**src/rtl/flowcls_pkg.sv**
```systemverilog
package flowcls_pkg;
    localparam int SIP_W   = 32;
    localparam int DIP_W   = 32;
    localparam int SPORT_W = 16;
    localparam int DPORT_W = 16;
    localparam int PROTO_W = 8;
    localparam int CONT_W  = 8;
    localparam int KEY_W   = SIP_W + DIP_W + SPORT_W + DPORT_W + PROTO_W + CONT_W;
    localparam int FID_W   = 16;

    // Field order, most significant first, fixes the key layout.
    typedef struct packed {
        logic [SIP_W-1:0]   src_ip;
        logic [DIP_W-1:0]   dst_ip;
        logic [SPORT_W-1:0] src_port;
        logic [DPORT_W-1:0] dst_port;
        logic [PROTO_W-1:0] proto;
        logic [CONT_W-1:0]  content;
    } flow_key_t;
endpackage

```
**src/rtl/fc_entry_table.sv**
```systemverilog
module fc_entry_table
    import flowcls_pkg::*;
#(
    parameter int N_ENTRIES = 8,
    parameter int IDX_W     = 3
) (
    input  logic                            clk,
    input  logic                            rst_n,
    input  logic                            wr_en,
    input  logic [IDX_W-1:0]                wr_index,
    input  logic                            wr_live,
    input  logic [KEY_W-1:0]                wr_value,
    input  logic [KEY_W-1:0]                wr_mask,
    input  logic [FID_W-1:0]                wr_flow_id,
    output logic [N_ENTRIES-1:0]            live_o,
    output logic [N_ENTRIES-1:0][KEY_W-1:0] value_o,
    output logic [N_ENTRIES-1:0][KEY_W-1:0] mask_o,
    output logic [N_ENTRIES-1:0][FID_W-1:0] fid_o
);
    typedef struct packed {
        logic [N_ENTRIES-1:0]            live;
        logic [N_ENTRIES-1:0][KEY_W-1:0] value;
        logic [N_ENTRIES-1:0][KEY_W-1:0] mask;
        logic [N_ENTRIES-1:0][FID_W-1:0] fid;
    } table_t;

    table_t tbl_d, tbl_q;
    logic   wr_ok;

    always_comb begin
        wr_ok = wr_en && (32'(wr_index) < N_ENTRIES);
        tbl_d = tbl_q;
        if (wr_ok) begin
            tbl_d.live[wr_index]  = wr_live;
            tbl_d.value[wr_index] = wr_value;
            tbl_d.mask[wr_index]  = wr_mask;
            tbl_d.fid[wr_index]   = wr_flow_id;
        end
    end

    always_ff @(posedge clk or negedge rst_n) begin
        if (!rst_n) tbl_q <= '0;
        else        tbl_q <= tbl_d;
    end

    assign live_o  = tbl_q.live;
    assign value_o = tbl_q.value;
    assign mask_o  = tbl_q.mask;
    assign fid_o   = tbl_q.fid;

    assert_write_lands_R8: assert property (@(posedge clk) disable iff (!rst_n)
        wr_ok |=> (live_o[$past(wr_index)] == $past(wr_live))
                  && (fid_o[$past(wr_index)] == $past(wr_flow_id)));

    assert_no_write_holds_R8: assert property (@(posedge clk) disable iff (!rst_n)
        !wr_en |=> $stable(live_o));
endmodule

```
**src/rtl/fc_match_array.sv**
```systemverilog
module fc_match_array
    import flowcls_pkg::*;
#(
    parameter int N_ENTRIES = 8
) (
    input  logic [KEY_W-1:0]                key,
    input  logic [N_ENTRIES-1:0]            live,
    input  logic [N_ENTRIES-1:0][KEY_W-1:0] value,
    input  logic [N_ENTRIES-1:0][KEY_W-1:0] mask,
    output logic [N_ENTRIES-1:0]            hits
);
    for (genvar g = 0; g < N_ENTRIES; g++) begin : g_cmp
        logic [KEY_W-1:0] diff;
        always_comb begin
            diff    = (key ^ value[g]) & mask[g];
            hits[g] = live[g] && (diff == '0);
        end
    end
endmodule

```
**src/rtl/fc_prio_pick.sv**
```systemverilog
module fc_prio_pick #(
    parameter int N_ENTRIES = 8,
    parameter int IDX_W     = 3
) (
    input  logic [N_ENTRIES-1:0] req,
    output logic                 any,
    output logic [IDX_W-1:0]     idx
);
    always_comb begin
        any = |req;
        idx = '0;
        for (int i = N_ENTRIES - 1; i >= 0; i--) begin
            if (req[i]) idx = IDX_W'(i);
        end
    end
endmodule

```
**src/rtl/flow_classifier_tcam.sv**
```systemverilog
module flow_classifier_tcam
    import flowcls_pkg::*;
#(
    parameter int N_ENTRIES = 8,
    localparam int IDX_W    = (N_ENTRIES > 1) ? $clog2(N_ENTRIES) : 1
) (
    input  logic               clk,
    input  logic               rst_n,
    input  logic               key_valid,
    input  logic [SIP_W-1:0]   key_src_ip,
    input  logic [DIP_W-1:0]   key_dst_ip,
    input  logic [SPORT_W-1:0] key_src_port,
    input  logic [DPORT_W-1:0] key_dst_port,
    input  logic [PROTO_W-1:0] key_proto,
    input  logic [CONT_W-1:0]  key_content,
    input  logic               wr_en,
    input  logic [IDX_W-1:0]   wr_index,
    input  logic               wr_live,
    input  logic [KEY_W-1:0]   wr_value,
    input  logic [KEY_W-1:0]   wr_mask,
    input  logic [FID_W-1:0]   wr_flow_id,
    output logic               result_valid,
    output logic               result_hit,
    output logic [FID_W-1:0]   result_flow_id
);
    typedef struct packed {
        logic             valid;
        logic             hit;
        logic [FID_W-1:0] fid;
    } result_t;

    flow_key_t                       key_s;
    logic [N_ENTRIES-1:0]            tbl_live;
    logic [N_ENTRIES-1:0][KEY_W-1:0] tbl_value;
    logic [N_ENTRIES-1:0][KEY_W-1:0] tbl_mask;
    logic [N_ENTRIES-1:0][FID_W-1:0] tbl_fid;
    logic [N_ENTRIES-1:0]            match;
    logic [N_ENTRIES-1:0]            below_pick;
    logic                            pick_any;
    logic [IDX_W-1:0]                pick_idx;
    result_t                         res_d, res_q;

    always_comb begin
        key_s.src_ip   = key_src_ip;
        key_s.dst_ip   = key_dst_ip;
        key_s.src_port = key_src_port;
        key_s.dst_port = key_dst_port;
        key_s.proto    = key_proto;
        key_s.content  = key_content;
    end

    fc_entry_table #(.N_ENTRIES(N_ENTRIES), .IDX_W(IDX_W)) u_table (
        .clk        (clk),
        .rst_n      (rst_n),
        .wr_en      (wr_en),
        .wr_index   (wr_index),
        .wr_live    (wr_live),
        .wr_value   (wr_value),
        .wr_mask    (wr_mask),
        .wr_flow_id (wr_flow_id),
        .live_o     (tbl_live),
        .value_o    (tbl_value),
        .mask_o     (tbl_mask),
        .fid_o      (tbl_fid)
    );

    fc_match_array #(.N_ENTRIES(N_ENTRIES)) u_match (
        .key   (key_s),
        .live  (tbl_live),
        .value (tbl_value),
        .mask  (tbl_mask),
        .hits  (match)
    );

    fc_prio_pick #(.N_ENTRIES(N_ENTRIES), .IDX_W(IDX_W)) u_pick (
        .req (match),
        .any (pick_any),
        .idx (pick_idx)
    );

    always_comb begin
        below_pick = (N_ENTRIES'(1) << pick_idx) - N_ENTRIES'(1);
        res_d.valid = key_valid;
        res_d.hit   = key_valid && pick_any;
        res_d.fid   = res_d.hit ? tbl_fid[pick_idx] : '0;
    end

    always_ff @(posedge clk or negedge rst_n) begin
        if (!rst_n) res_q <= '0;
        else        res_q <= res_d;
    end

    assign result_valid   = res_q.valid;
    assign result_hit     = res_q.hit;
    assign result_flow_id = res_q.fid;

    assert_result_follows_key_R2: assert property (@(posedge clk) disable iff (!rst_n)
        key_valid |=> result_valid);

    assert_no_spurious_result_R2: assert property (@(posedge clk) disable iff (!rst_n)
        !key_valid |=> !result_valid);

    assert_idle_outputs_zero_R9: assert property (@(posedge clk) disable iff (!rst_n)
        !result_valid |-> (!result_hit && result_flow_id == '0));

    assert_miss_fid_zero_R6: assert property (@(posedge clk) disable iff (!rst_n)
        (result_valid && !result_hit) |-> result_flow_id == '0);

    assert_pick_is_match_R5: assert property (@(posedge clk) disable iff (!rst_n)
        pick_any |-> match[pick_idx]);

    assert_pick_lowest_R5: assert property (@(posedge clk) disable iff (!rst_n)
        pick_any |-> (match & below_pick) == '0);

    assert_flow_from_winner_R5: assert property (@(posedge clk) disable iff (!rst_n)
        (key_valid && pick_any) |=> (result_hit && result_flow_id == $past(tbl_fid[pick_idx])));

    for (genvar g = 0; g < N_ENTRIES; g++) begin : g_dead_chk
        assert_dead_entry_never_matches_R7: assert property (@(posedge clk) disable iff (!rst_n)
            !tbl_live[g] |-> !match[g]);
    end
endmodule

```
**config.mk**
```make
export PLATFORM = sky130hd
export DESIGN_NAME = flow_classifier_tcam
export DESIGN_NICKNAME = d
export VERILOG_FILES = /design/src/rtl/flowcls_pkg.sv /design/src/rtl/fc_entry_table.sv /design/src/rtl/fc_match_array.sv /design/src/rtl/fc_prio_pick.sv /design/src/rtl/flow_classifier_tcam.sv
export SDC_FILE = /design/constraint.sdc
export NUM_CORES = 2
export LEC_CHECK = 0
export BUFFER_PORTS_ARGS = -buffer_cell sky130_fd_sc_hd__buf_4
export CAP_MARGIN = 20
export CORE_MARGIN = 10
export CORE_UTILIZATION = 35
export CTS_BUF_LIST = sky130_fd_sc_hd__clkbuf_4 sky130_fd_sc_hd__clkbuf_8
export DETAILED_ROUTE_END_ITERATION = 6
export MAX_ROUTING_LAYER = met4
export PLACE_DENSITY = 0.49
export SYNTH_ARGS = -nofsm -noshare
export SYNTH_HDL_FRONTEND = slang
export SYNTH_HIERARCHICAL = 1
export SYNTH_SLANG_ARGS = --single-unit
```
**constraint.sdc**
```tcl
create_clock -name clk -period 3.7 [get_ports clk]
set_clock_uncertainty 0.05 [all_clocks]
set_input_delay 1.11 -clock clk [delete_from_list [all_inputs] [get_ports clk]]
set_output_delay 1.11 -clock clk [all_outputs]
set_load 0.05 [all_outputs]
```
**Word-level counts from Yosys, hierarchy flattened**

Index checks and enable logic that the tools add are counted.

- Register bits: 1,946
- Word-level logic and storage cells: 87

- Order comparisons: 3
- Mux-type cells: 21
- Bitwise operators: 16
- Reductions and logical operators: 19

Operators by type and width:

| operator | number |
|---|---|
| $bwmux W896 | 2 |
| $and A112 B112 Y112 | 8 |
| $logic_not A112 Y1 | 8 |
| $xor A112 B112 Y112 | 8 |
| $demux W112 S3 | 1 |
| $bwmux W128 | 1 |
| $mux W112 | 1 |
| $bmux W16 S3 | 1 |
| $demux W16 S3 | 1 |
| $mux W16 | 3 |
| $mux W3 | 8 |
| $logic_and A1 B1 Y1 | 10 |
| $bwmux W8 | 1 |
| $lt A3 B4 Y1 const B | 2 |
| $reduce_or A8 Y1 | 1 |
| $demux W1 S3 | 1 |
| $ge A3 B1 Y1 const B | 1 |
| $mux W1 | 1 |

**Longest topological paths before layout**

- Depth in word-level cells: 15
- Mapped depth: 15

**Hierarchy**

The synthesis kept the hierarchy.

Modules (own cells, without submodules):

| module | times used | cells an instance | area an instance (µm²) | seq. area each (µm²) |
|---|---|---|---|---|
| fc_entry_table | 1 | 4,079 | 71,135.7 | 48,246.3 |
| fc_match_array | 1 | 1,585 | 12,893.6 | 0.0 |
| flow_classifier_tcam | 1 | 147 | 1,569.0 | 450.4 |
| fc_prio_pick | 1 | 13 | 81.3 | 0.0 |

**Worst setup path before layout**

Ideal clock, no wire load.

- Path type: input to register
- Start point: input port key_dst_port[0]
- End point: register res_q (netlist bit result_flow_id[14])
- Library setup time: 0.124 ns
- Arrival time: 4.308 ns
- Required time: 3.526 ns
- Path slack: -0.782 ns
- Cell stages on the path: 14
- Path through: buf_2 xor2_1 a22oi_1 nand4_1 or4_1 or4_1 nor4_2 a21oi_1 o41ai_1 nand4bb_1 buf_4 buf_6 o22ai_1 or2_1

RTL lines:

| item | line | source |
|---|---|---|
| from (decl) | flow_classifier_tcam.sv:13 | `input logic [DPORT_W-1:0] key_dst_port,` |
| to (signal assigned) | flow_classifier_tcam.sv:90 | `else res_q <= res_d;` |
| to (decl) | flow_classifier_tcam.sv:41 | `result_t res_d, res_q;` |

==> results.tsv <==
metric	value	unit
status	finished with violations	
violations	negative setup slack	
antenna_found_initial	84	
synth-async-reset-ratio	100	%
drtIter0Drc	2460	
clock_path_buffers	4	
syn_area_per_cell	14.7	µm²
r2r-start	u_table/value_o[877]$_DFFE_PN0P_	
ff_latch_area	0.0487	mm²
avgViaCountPerCell	5.06	
num_rows	181	
gp_congestion	0.838	
root_buffer	clkbuf_8	
synthesis.nets	6184	
dp_hpwl	202000	µm
drive_above_1_share	48.1	%
worst_slew_pin_slew	904	ps
postSynthCellCount	5824	
setup_ws	-178	ps
synth-warning-count	6	
htree_levels	5	
cts_tree	done	
critical_path_class	reg -> reg	
p_leak	46.4	nW
multiInputGateArea	0.0358	mm²
power_density	613	mW/mm²
hold_viol_final	0	
routedWlPerCell	27.3	µm
reg2reg_depth	15	
vdd_drop_max	0.386	mV
clock_latency	1070	ps
die-area	0.265	mm²
cap_viol_max_count	0	
clkTransAtPathRegs	60	ps
crit_path_start_kind	register	
end_kind	register	
synth.distinct_cells	39	
layout.nets	7156	
min_period	3880	ps
critPathArrivalTime	4740	ps
seq_area_frac_synth	56.8	%
clock.fmax	0.258	GHz
hold_start	key_valid	
finalSetupViolCount	16	
drcViolationCount	0	
die_height	515	µm
period_share	105	%
drv_slew	0	
core_area	0.243	mm²
firstDrtPassIters	5	
initial_core_util	35.2	%
fillers	22400	
areaGrowthSynthToFinish	22.2	%
place_area	0.0961	mm²
io_buffers	377	
pre_cts_ws	-1520	ps
cts_buffers	364	
crit_fanout	8	
slew_headroom	39.8	%
crit_required	4560	ps
overflow	0	
holdPathStages	1	
ys_ff_latch	1946	
fin_setup_tns	-2180	ps
postSynth.topFlopCell	dfrtp_1	
cp-startpoint	u_table/value_o[877]$_DFFE_PN0P_	
grt_pass1_wl	407000	µm
pin_count	378	
numClockSinks	1946	
num_vias	52100	
syn_area	0.0857	mm²
first_global_vias	55600	
hold_path.class	in -> reg	
synth_edf_count	0	
rsz0062_at_grt	yes	
grt_start_max_net_pins	93	
drt.antenna.violating_nets	0	
routed_wirelength	281000	µm
finalPower	0.0642	W
fin_area	0.105	mm²
grt_use_total	21.4	%
die_w	515	µm
==> stage by stage <==
| stage | std cells | hold slack [ps] | utilization (%) |
|---|---|---|---|
| finish | 10300 | 240 | 43.0 |
| global route | 10300 | 136 | 43.0 |
| CTS | 10200 | 125 | 42.9 |
| detailed placement | 9613 | 425 | 39.5 |
| global placement | 9613 | 417 | 39.5 |
| floorplan | 5824 | 407 | - |
==> per-layer routing <==
metal | track usage (%) | share of wire [%]
met4 | 5.61 | 2.7
met1 | 27.7 | 45
met3 | 4.19 | 4.3
met5 | - | 0
met2 | 34.5 | 48
==> repair_timing <==
action                     CTS  global route
setup endpoints to repair   16            16
gates resized for setup     77            22
hold buffers                 1             0
cloned                       6             3
hold endpoints to repair     8             0
pin swaps                   45            26
buffers inserted            12             2
==> worst max-delay path, cell delays in order, from the launching register on <==
cell and delay (ps):
dfrtp_1 390, xor2_1 180, a22oi_2 200, nand4_1 260
or4_4 650, or4_4 450, nor4_4 190, buf_4 180
o21ai_4 60, a21boi_4 170, buf_12 160, buf_12 150
clkbuf_16 170, mux2i_1 180, o22ai_1 90, or2_1 230
==> flip-flops by register name, summed over array words and instances, names as in the netlist <==
signal / cells
u_table/live_o: 8
result_flow_id: 16
result_hit: 1
result_valid: 1
u_table/fid_o: 128
u_table/mask_o: 896
u_table/value_o: 896
==> layout make-up <==
type	count	area share, %
antenna	53	0.127
tap	3202	3.83
multi-input combinational	3538	34.2
clock buffer	572	6.82
timing repair buffer	945	8.09
clock inverter	41	0.441
sequential	1946	46.5
inverter	1	0.00359
==> kinds of logic (layout without fill, tap and decap cells) <==
| family | count (synthesis) | in the layout | share of synthesized area (%) |
|---|---|---|---|
| buf+inv | 340 | 1559 | 2.03 |
| compound gates | 477 | 477 | 4.40 |
| mux | 1992 | 1992 | 26.1 |
| flops | 1946 | 1946 | 56.8 |
| xor+xnor | 896 | 896 | 9.16 |
| other cells | 0 | 53 | 0 |
| simple gates | 173 | 173 | 1.49 |
==> path summary, 6_finish.rpt <==
path	endpoint	slack, ps
worst max-delay path	result_flow_id[1]$_DFF_PN0_	-180
worst min-delay path	result_valid$_DFF_PN0_	240
worst max register to register	result_flow_id[1]$_DFF_PN0_	-180
worst min register to register	u_table/fid_o[8]$_DFFE_PN0P_	430
max in group asynchronous	u_table/value_o[215]$_DFFE_PN0P_	1770
min in group asynchronous	u_table/mask_o[435]$_DFFE_PN0P_	740
==> power breakdown <==
part	leakage (nW)	internal, W	total (W)	switching [W]
combinational	19.0	0.00705	0.0136	0.00651
clock	4.04	0.0128	0.0220	0.00919
sequential	23.4	0.0260	0.0287	0.00272
==> cell usage after synthesis, drive strengths merged, types with 3 or more instances <==
master / number / area share [%]
nand2: 8 / 0.035
o22ai: 32 / 0.23
a222oi: 8 / 0.093
mux2: 1928 / 25
nand4: 76 / 0.68
nor4: 9 / 0.13
nand3: 24 / 0.14
a221oi: 89 / 0.91
nand4b: 5 / 0.066
or2: 16 / 0.12
xor2: 896 / 9.2
buf: 242 / 1.6
and3: 5 / 0.037
dfrtp: 1946 / 57
nor2: 3 / 0.013
nor4bb: 3 / 0.035
or4: 19 / 0.17
a22oi: 262 / 2.3
mux2i: 64 / 0.75
a22o: 81 / 0.83
clkbuf: 97 / 0.42
==> layout by cell type (no fill, tap or decap), types with 53 or more instances in the layout <==
cell type and count:
a221oi_1 80, a22o_1 79, a22oi_1 240, buf_12 86, buf_4 835, clkbuf_4 118
clkbuf_8 454, dfrtp_1 1946, diode_2 53, mux2_1 190, mux2_2 1738, mux2i_1 58
nand4_1 68, xor2_1 896
Power figures use the tool's default switching activity.
